==> src/rtl/pwm_stream_pkg.sv <==
package pwm_stream_pkg;
  typedef enum logic {
    SRC_UPDATE  = 1'b0,
    SRC_COMPARE = 1'b1
  } refill_src_e;
endpackage

==> src/rtl/pwm_timebase.sv <==
module pwm_timebase #(
  parameter int CNT_W = 16
) (
  input  logic             clk_i,
  input  logic             rst_ni,
  input  logic             en_i,
  input  logic [CNT_W-1:0] psc_i,
  input  logic [CNT_W-1:0] arr_i,
  output logic [CNT_W-1:0] cnt_o,
  output logic             tick_o,
  output logic             upd_o
);
  logic [CNT_W-1:0] pre_q, pre_d, cnt_q, cnt_d;

  always_comb begin
    tick_o = en_i && (pre_q >= psc_i);
    upd_o  = tick_o && (cnt_q >= arr_i);
    pre_d  = pre_q;
    cnt_d  = cnt_q;
    if (en_i) pre_d = tick_o ? '0 : pre_q + CNT_W'(1);
    if (tick_o) cnt_d = upd_o ? '0 : cnt_q + CNT_W'(1);
  end

  always_ff @(posedge clk_i or negedge rst_ni) begin
    if (!rst_ni) begin
      pre_q <= '0;
      cnt_q <= '0;
    end else begin
      pre_q <= pre_d;
      cnt_q <= cnt_d;
    end
  end

  assign cnt_o = cnt_q;

  // a wrap always leaves the counter at zero
  assert_wrap_zero_R2: assert property (@(posedge clk_i) disable iff (!rst_ni)
    upd_o |=> (cnt_q == '0)) else $error("counter not zero after update");
  // a non-wrapping tick advances by exactly one
  assert_step_one_R2: assert property (@(posedge clk_i) disable iff (!rst_ni)
    (tick_o && !upd_o) |=> (cnt_q == $past(cnt_q) + CNT_W'(1))) else $error("bad step");
  // no tick, no counter movement
  assert_hold_no_tick_R1: assert property (@(posedge clk_i) disable iff (!rst_ni)
    !tick_o |=> $stable(cnt_q)) else $error("counter moved without tick");
endmodule

==> src/rtl/pwm_compare.sv <==
module pwm_compare #(
  parameter int CNT_W = 16
) (
  input  logic             clk_i,
  input  logic             rst_ni,
  input  logic             tick_i,
  input  logic             upd_i,
  input  logic [CNT_W-1:0] cnt_i,
  input  logic [CNT_W-1:0] arr_i,
  input  logic             pol_i,
  input  logic             ld_i,
  input  logic [CNT_W-1:0] ld_data_i,
  output logic             cmp_o,
  output logic             pwm_o
);
  logic [CNT_W-1:0] stage_q, stage_d, work_q, work_d;
  logic             active;

  always_comb begin
    stage_d = ld_i  ? ld_data_i : stage_q;
    work_d  = upd_i ? stage_q   : work_q;
    active  = cnt_i < work_q;
    cmp_o   = tick_i && ((work_q > arr_i) ? upd_i : (cnt_i == work_q));
    pwm_o   = active ^ pol_i;
  end

  always_ff @(posedge clk_i or negedge rst_ni) begin
    if (!rst_ni) begin
      stage_q <= '0;
      work_q  <= '0;
    end else begin
      stage_q <= stage_d;
      work_q  <= work_d;
    end
  end

  // working compare value moves only on an update
  assert_work_hold_R3: assert property (@(posedge clk_i) disable iff (!rst_ni)
    !upd_i |=> $stable(work_q)) else $error("working compare changed mid-period");
  // staging value moves only on a refill acknowledge
  assert_stage_hold_R7: assert property (@(posedge clk_i) disable iff (!rst_ni)
    !ld_i |=> $stable(stage_q)) else $error("staging changed without refill");
  // on an in-range compare tick the output is already inactive
  assert_cmp_inactive_R4: assert property (@(posedge clk_i) disable iff (!rst_ni)
    (cmp_o && (work_q <= arr_i)) |-> (pwm_o == pol_i)) else $error("active at compare");
endmodule

==> src/rtl/pwm_refill.sv <==
module pwm_refill #(
  parameter int DATA_W = 16,
  parameter int DEPTH  = 8,
  parameter int LAT_W  = 4,
  localparam int AW    = $clog2(DEPTH),
  localparam int LW1   = LAT_W + 1
) (
  input  logic              clk_i,
  input  logic              rst_ni,
  input  logic              tick_i,
  input  logic              trig_i,
  input  logic [LAT_W-1:0]  lat_i,
  input  logic [AW-1:0]     last_i,
  input  logic              we_i,
  input  logic [AW-1:0]     waddr_i,
  input  logic [DATA_W-1:0] wdata_i,
  output logic              req_o,
  output logic              ack_o,
  output logic [DATA_W-1:0] data_o
);
  logic [DATA_W-1:0] mem_q [DEPTH];
  logic              pend_q, pend_d;
  logic [LAT_W-1:0]  wait_q, wait_d;
  logic [AW-1:0]     ptr_q, ptr_d;
  logic              due;

  always_ff @(posedge clk_i) begin
    if (we_i) mem_q[waddr_i] <= wdata_i;
  end

  always_comb begin
    due    = (LW1'(wait_q) + LW1'(1)) >= LW1'(lat_i);
    ack_o  = tick_i && pend_q && due;
    pend_d = pend_q;
    wait_d = wait_q;
    ptr_d  = ptr_q;
    if (tick_i) begin
      if (pend_q) begin
        if (due) pend_d = 1'b0;
        else     wait_d = wait_q + LAT_W'(1);
      end else if (trig_i) begin
        pend_d = 1'b1;
        wait_d = '0;
      end
    end
    if (ack_o) ptr_d = (ptr_q == last_i || ptr_q == AW'(DEPTH-1)) ? '0 : ptr_q + AW'(1);
    data_o = mem_q[ptr_q];
    req_o  = pend_q;
  end

  always_ff @(posedge clk_i or negedge rst_ni) begin
    if (!rst_ni) begin
      pend_q <= 1'b0;
      wait_q <= '0;
      ptr_q  <= '0;
    end else begin
      pend_q <= pend_d;
      wait_q <= wait_d;
      ptr_q  <= ptr_d;
    end
  end

  // a pending request survives until serviced
  assert_pend_hold_R8: assert property (@(posedge clk_i) disable iff (!rst_ni)
    (pend_q && !ack_o) |=> pend_q) else $error("pending dropped early");
  // service clears the flag, a coincident trigger is not queued
  assert_no_queue_R8: assert property (@(posedge clk_i) disable iff (!rst_ni)
    ack_o |=> !pend_q) else $error("request queued behind service");
  // pointer moves only on service
  assert_ptr_hold_R7: assert property (@(posedge clk_i) disable iff (!rst_ni)
    !ack_o |=> $stable(ptr_q)) else $error("pointer moved without service");
endmodule

==> src/rtl/pwm_stream_top.sv <==
module pwm_stream_top #(
  parameter int CNT_W = 16,
  parameter int DEPTH = 8,
  parameter int LAT_W = 4,
  localparam int AW   = $clog2(DEPTH)
) (
  input  logic             clk_i,
  input  logic             rst_ni,
  input  logic             en_i,
  input  logic [CNT_W-1:0] psc_i,
  input  logic [CNT_W-1:0] arr_i,
  input  logic             src_sel_i,
  input  logic             pol_i,
  input  logic [LAT_W-1:0] lat_i,
  input  logic [AW-1:0]    tbl_last_i,
  input  logic             tbl_we_i,
  input  logic [AW-1:0]    tbl_addr_i,
  input  logic [CNT_W-1:0] tbl_wdata_i,
  output logic             pwm_o,
  output logic             upd_o,
  output logic             cmp_o,
  output logic             req_o
);
  import pwm_stream_pkg::*;

  logic [1:0]       rst_sync_q;
  logic             rst_n;
  logic [CNT_W-1:0] cnt;
  logic             tick, upd, cmp, trig, ack;
  logic [CNT_W-1:0] fill_data;
  refill_src_e      src;

  always_ff @(posedge clk_i or negedge rst_ni) begin
    if (!rst_ni) rst_sync_q <= 2'b00;
    else         rst_sync_q <= {rst_sync_q[0], 1'b1};
  end
  assign rst_n = rst_sync_q[1];

  assign src  = refill_src_e'(src_sel_i);
  assign trig = (src == SRC_COMPARE) ? cmp : upd;

  pwm_timebase #(.CNT_W(CNT_W)) i_timebase (
    .clk_i(clk_i), .rst_ni(rst_n), .en_i(en_i), .psc_i(psc_i), .arr_i(arr_i),
    .cnt_o(cnt), .tick_o(tick), .upd_o(upd)
  );

  pwm_compare #(.CNT_W(CNT_W)) i_compare (
    .clk_i(clk_i), .rst_ni(rst_n), .tick_i(tick), .upd_i(upd), .cnt_i(cnt),
    .arr_i(arr_i), .pol_i(pol_i), .ld_i(ack), .ld_data_i(fill_data),
    .cmp_o(cmp), .pwm_o(pwm_o)
  );

  pwm_refill #(.DATA_W(CNT_W), .DEPTH(DEPTH), .LAT_W(LAT_W)) i_refill (
    .clk_i(clk_i), .rst_ni(rst_n), .tick_i(tick), .trig_i(trig), .lat_i(lat_i),
    .last_i(tbl_last_i), .we_i(tbl_we_i), .waddr_i(tbl_addr_i), .wdata_i(tbl_wdata_i),
    .req_o(req_o), .ack_o(ack), .data_o(fill_data)
  );

  assign upd_o = upd;
  assign cmp_o = cmp;

  // events only exist on ticks
  assert_event_on_tick_R1: assert property (@(posedge clk_i) disable iff (!rst_n)
    (upd || cmp) |-> tick) else $error("event without tick");
endmodule

==> config.mk <==
export PLATFORM = sky130hd
export DESIGN_NAME = pwm_stream_top
export DESIGN_NICKNAME = d
export VERILOG_FILES = /design/src/rtl/pwm_stream_pkg.sv /design/src/rtl/pwm_timebase.sv /design/src/rtl/pwm_compare.sv /design/src/rtl/pwm_refill.sv /design/src/rtl/pwm_stream_top.sv
export SDC_FILE = /design/constraint.sdc
export NUM_CORES = 1
export LEC_CHECK = 0
export BUFFER_PORTS_ARGS = -buffer_cell sky130_fd_sc_hd__buf_2
export CORE_MARGIN = 3
export CORE_UTILIZATION = 57
export CTS_BUF_LIST = sky130_fd_sc_hd__clkbuf_8
export DETAILED_ROUTE_END_ITERATION = 16
export GPL_ROUTABILITY_DRIVEN = 0
export PLACE_DENSITY_LB_ADDON = 0.05
export SLEW_MARGIN = 0
export SYNTH_ARGS = -nofsm -noshare
export SYNTH_HDL_FRONTEND = slang
export SYNTH_SLANG_ARGS = --single-unit
==> constraint.sdc <==
create_clock -name clk_i -period 2.8 [get_ports clk_i]
set_input_delay 0.56 -clock clk_i [delete_from_list [all_inputs] [get_ports clk_i]]
set_output_delay 0.56 -clock clk_i [all_outputs]
set_load 0.02 [all_outputs]
==> results.toml <==
[worst_setup_path]
rr_worst_depth = 19
start_kind = "register"
crit_type = "reg2out"
rrSetupSlack_ps = 40
crit_path_max_incr_delay_ps = 440
cp_slowest_cell = "or3b_4"
critPathMaxFanout = 3
reg2reg_to = "i_timebase.pre_q[0]$_DFFE_PN0P_"
crit_chain = "ha_1, nand4_1, or3b_4, a211oi_2, nor4b_2, nor2_1, nand2_1, a21oi_2, buf_4"
r2r_start = "i_timebase.pre_q[0]$_DFFE_PN0P_"
crit_path_end_kind = "primary output"
arrival_ps = 2540
cp.required_ps = 2240

[sta]
finalSetupViolations = 3
tns_ps = -832.0
fmax_ghz = 0.3222
whs_ps = 325.3
worst_pin_slew_ps = 960.6
setup_slack_ps = -304.0
slew_violations = 0
rsz0062_at_grt = "yes"
fin_crit_sh_pct = 110.9
finClkSkew_ps = 13.95
fin_crit_ps = 3104
hold_viol_final = 0
relSlewSlack_pct = 35.96

[detailed_routing]
drt_wl_total_um = 22550
dr.pass1.iters = 5
vias = 6802
dr.first_iter.drc_count = 444
antenna_left = 0
route.detailed.drc = 0
route.detailed.wl_per_inst_um = 19.03
avgViaCountPerCell = 5.740

[job]
maxCapViolCount = 0

[min_path]
min_from = "tbl_wdata_i[0]"
hold_path_end = "i_refill.mem_q[0][0]$_DFFE_PP_"
hold_path_depth = 1
hold_class = "in2reg"

[global_route]
gr-total-overflow = 0
gr-usage-all-layers_pct = 24.45
grt_pass1_vias = 7105
grt_util_met2_pct = 41.46
grt_pass1_wl_um = 35580
antenna_found_initial = 0
grt_most_used_layer = "met2"
grtUsageMet1_pct = 31.69
met3_usage_pct = 4.967
grt_max_degree = 73

[floorplanning]
die_h_um = 137.5
io-pin-count = 68
num_rows = 47
fp.coreArea_mm2 = 0.01676
start_util_pct = 58.84
die_width_um = 137.5
die-area_mm2 = 0.01891

[cts]
root_buffer = "clkbuf_8"
h-tree-depth = 2
cts.sinks = 202
cts_tree = "yes"
clock_path_buffers = 3
clk_pin_slew_worst_paths_ps = 60
cts_made_buffers = 34
clk_latency_ps = 510

[cells_and_area]
utilization_pct = 70.85
finalNetCount = 1078
diodes = 0
instances_no_fill = 1185
fillers = 1194
drive_gt1_share_pct = 28.81
design_area_mm2 = 0.01187
synthToLayoutAreaGrowth_pct = 20.42

[synthesis]
synth-seq-area-share_pct = 57.76
synth.most_common_cell = "edfxtp_1"
synth_common_cells = "edfxtp_1 (128), nand2_1 (81), dfrtp_1 (74), ha_1 (73), inv_1 (58)"
synth_ff_type = "edfxtp_1"
yosysTopAreaCellShare_pct = 38.98
syn_inst = 776
yosys_warnings = 0
yosys-top-cells-area = "edfxtp_1 (39%), dfrtp_1 (19%), ha_1 (9.3%)"
synthArstFlopShare_pct = 36.63
ys_ff_latch = 202
postSynthAreaPerCell_um2 = 12.71
syn_area_mm2 = 0.009861
synth_cell_type_count = 63
synth_nets = 913
synth_edf_count = 128
yosysTopAreaCell = "edfxtp_1"

[place]
place_ws_ps = -174.4
dp_cells = 1085
port_buffers = 67
placed_area_mm2 = 0.01075
dp_hpwl_um = 14500

[power_and_ir_drop]
power_density_mw_per_mm2 = 517.1
p_leak_nw = 5.127
total_power_mw = 6.140
peakVddDrop_uv = 458.6

[outcome]
violations = "negative setup slack"
outcome = "finished, violations left"
state kept, by name, summed over array words and instances, names as in the netlist:
| name | count |
|---|---|
| i_refill.wait_q | 4 |
| i_refill.req_o | 1 |
| i_timebase.cnt_o | 16 |
| i_compare.work_q | 16 |
| i_timebase.pre_q | 16 |
| i_compare.stage_q | 16 |
| i_refill.ptr_q | 3 |
| i_refill.mem_q | 128 |
| rst_sync_q | 2 |
worst max path at each step:
| stage | endpoint | cells after the start | from | slack, ps |
|---|---|---|---|---|
| after detailed placement | cmp_o | 11 | arr_i[10] | -170 |
| after global placement | cmp_o | 11 | arr_i[10] | -150 |
| after floorplan | cmp_o | 8 | arr_i[10] | 10 |
| after global routing | cmp_o | 8 | i_compare.work_q[1]$_DFFE_PN0N_ | -420 |
| after CTS | cmp_o | 9 | i_compare.work_q[10]$_DFFE_PN0N_ | -300 |
| final | cmp_o | 9 | i_compare.work_q[13]$_DFFE_PN0N_ | -300 |
what timing repair did:
item                                    in CTS  in global routing
hold buffers                                 1                  0
buffers inserted                            38                 11
pin swaps                                   11                  9
endpoints found under the setup margin       3                 28
hold endpoints to repair                     2                  0
gates resized for setup                     26                 25
logic make-up (layout without fill, tap and decap cells):
logic type / count (synthesis) / after routing / synth area share, %
buf+inv: 87 / 276 / 3.718
simple gates: 216 / 216 / 10.85
flops: 202 / 202 / 57.76
other cells: 1 / 1 / 0.03803
xor+xnor: 18 / 18 / 1.599
mux: 35 / 35 / 7.613
compound gates: 144 / 144 / 9.161
fa+ha+maj: 73 / 73 / 9.263
critical path: cells and delay by family, from the launching register on:
family          cells  cell delay [ps]
flops               1              390
simple gates        5              860
buf+inv             1              150
compound gates      2              320
fa+ha+maj           1              310
power breakdown:
| part | switching [mW] | leakage [nW] | total, mW | internal [mW] |
|---|---|---|---|---|
| clock network | 1.12 | 0.368 | 2.33 | 1.21 |
| logic | 0.249 | 2.69 | 0.462 | 0.213 |
| registers | 0.0671 | 2.07 | 3.35 | 3.28 |
| total | 1.43 | 5.13 | 6.14 | 4.71 |
routing by layer:
metal / share of wire [%] / vias up
li1: - / 3197
met1: 43 / 3371
met2: 50 / 189
met3: 4.7 / 45
met4: 2.5 / 0
met5: 0 / -
area by class of cell:
cell class / instances / area, um^2 / share of cell area, %
sequential: 202 / 5707 / 48.06
multi-input combinational: 487 / 4001 / 33.70
timing repair buffer: 156 / 1062 / 8.946
clock buffer: 37 / 509.2 / 4.289
tap: 220 / 275.3 / 2.318
inverter: 60 / 225.2 / 1.897
clock inverter: 23 / 93.84 / 0.7903
cells in the final DEF (no fill, tap or decap), drive strengths merged, types with 2 or more instances in the layout:
| master | n |
|---|---|
| and3 | 8 |
| o31ai | 6 |
| clkbuf | 37 |
| or3 | 3 |
| a311oi | 2 |
| o211ai | 4 |
| xnor2 | 8 |
| mux2i | 3 |
| nand2 | 82 |
| nor2b | 5 |
| nor2 | 46 |
| ha | 73 |
| nand2b | 13 |
| nand3b | 3 |
| a211oi | 3 |
| buf | 155 |
| and4 | 2 |
| a31oi | 17 |
| a21oi | 27 |
| inv | 75 |
| o2bb2ai | 2 |
| nor3 | 5 |
| clkinv | 7 |
| nand3 | 18 |
| dfrtp | 74 |
| o41ai | 2 |
| xor2 | 10 |
| o21ai | 58 |
| edfxtp | 128 |
| and2 | 5 |
| nand4 | 19 |
| mux4 | 32 |
| a21o | 14 |
| nor3b | 2 |
No activity file was read; power rests on OpenSTA's default activity.
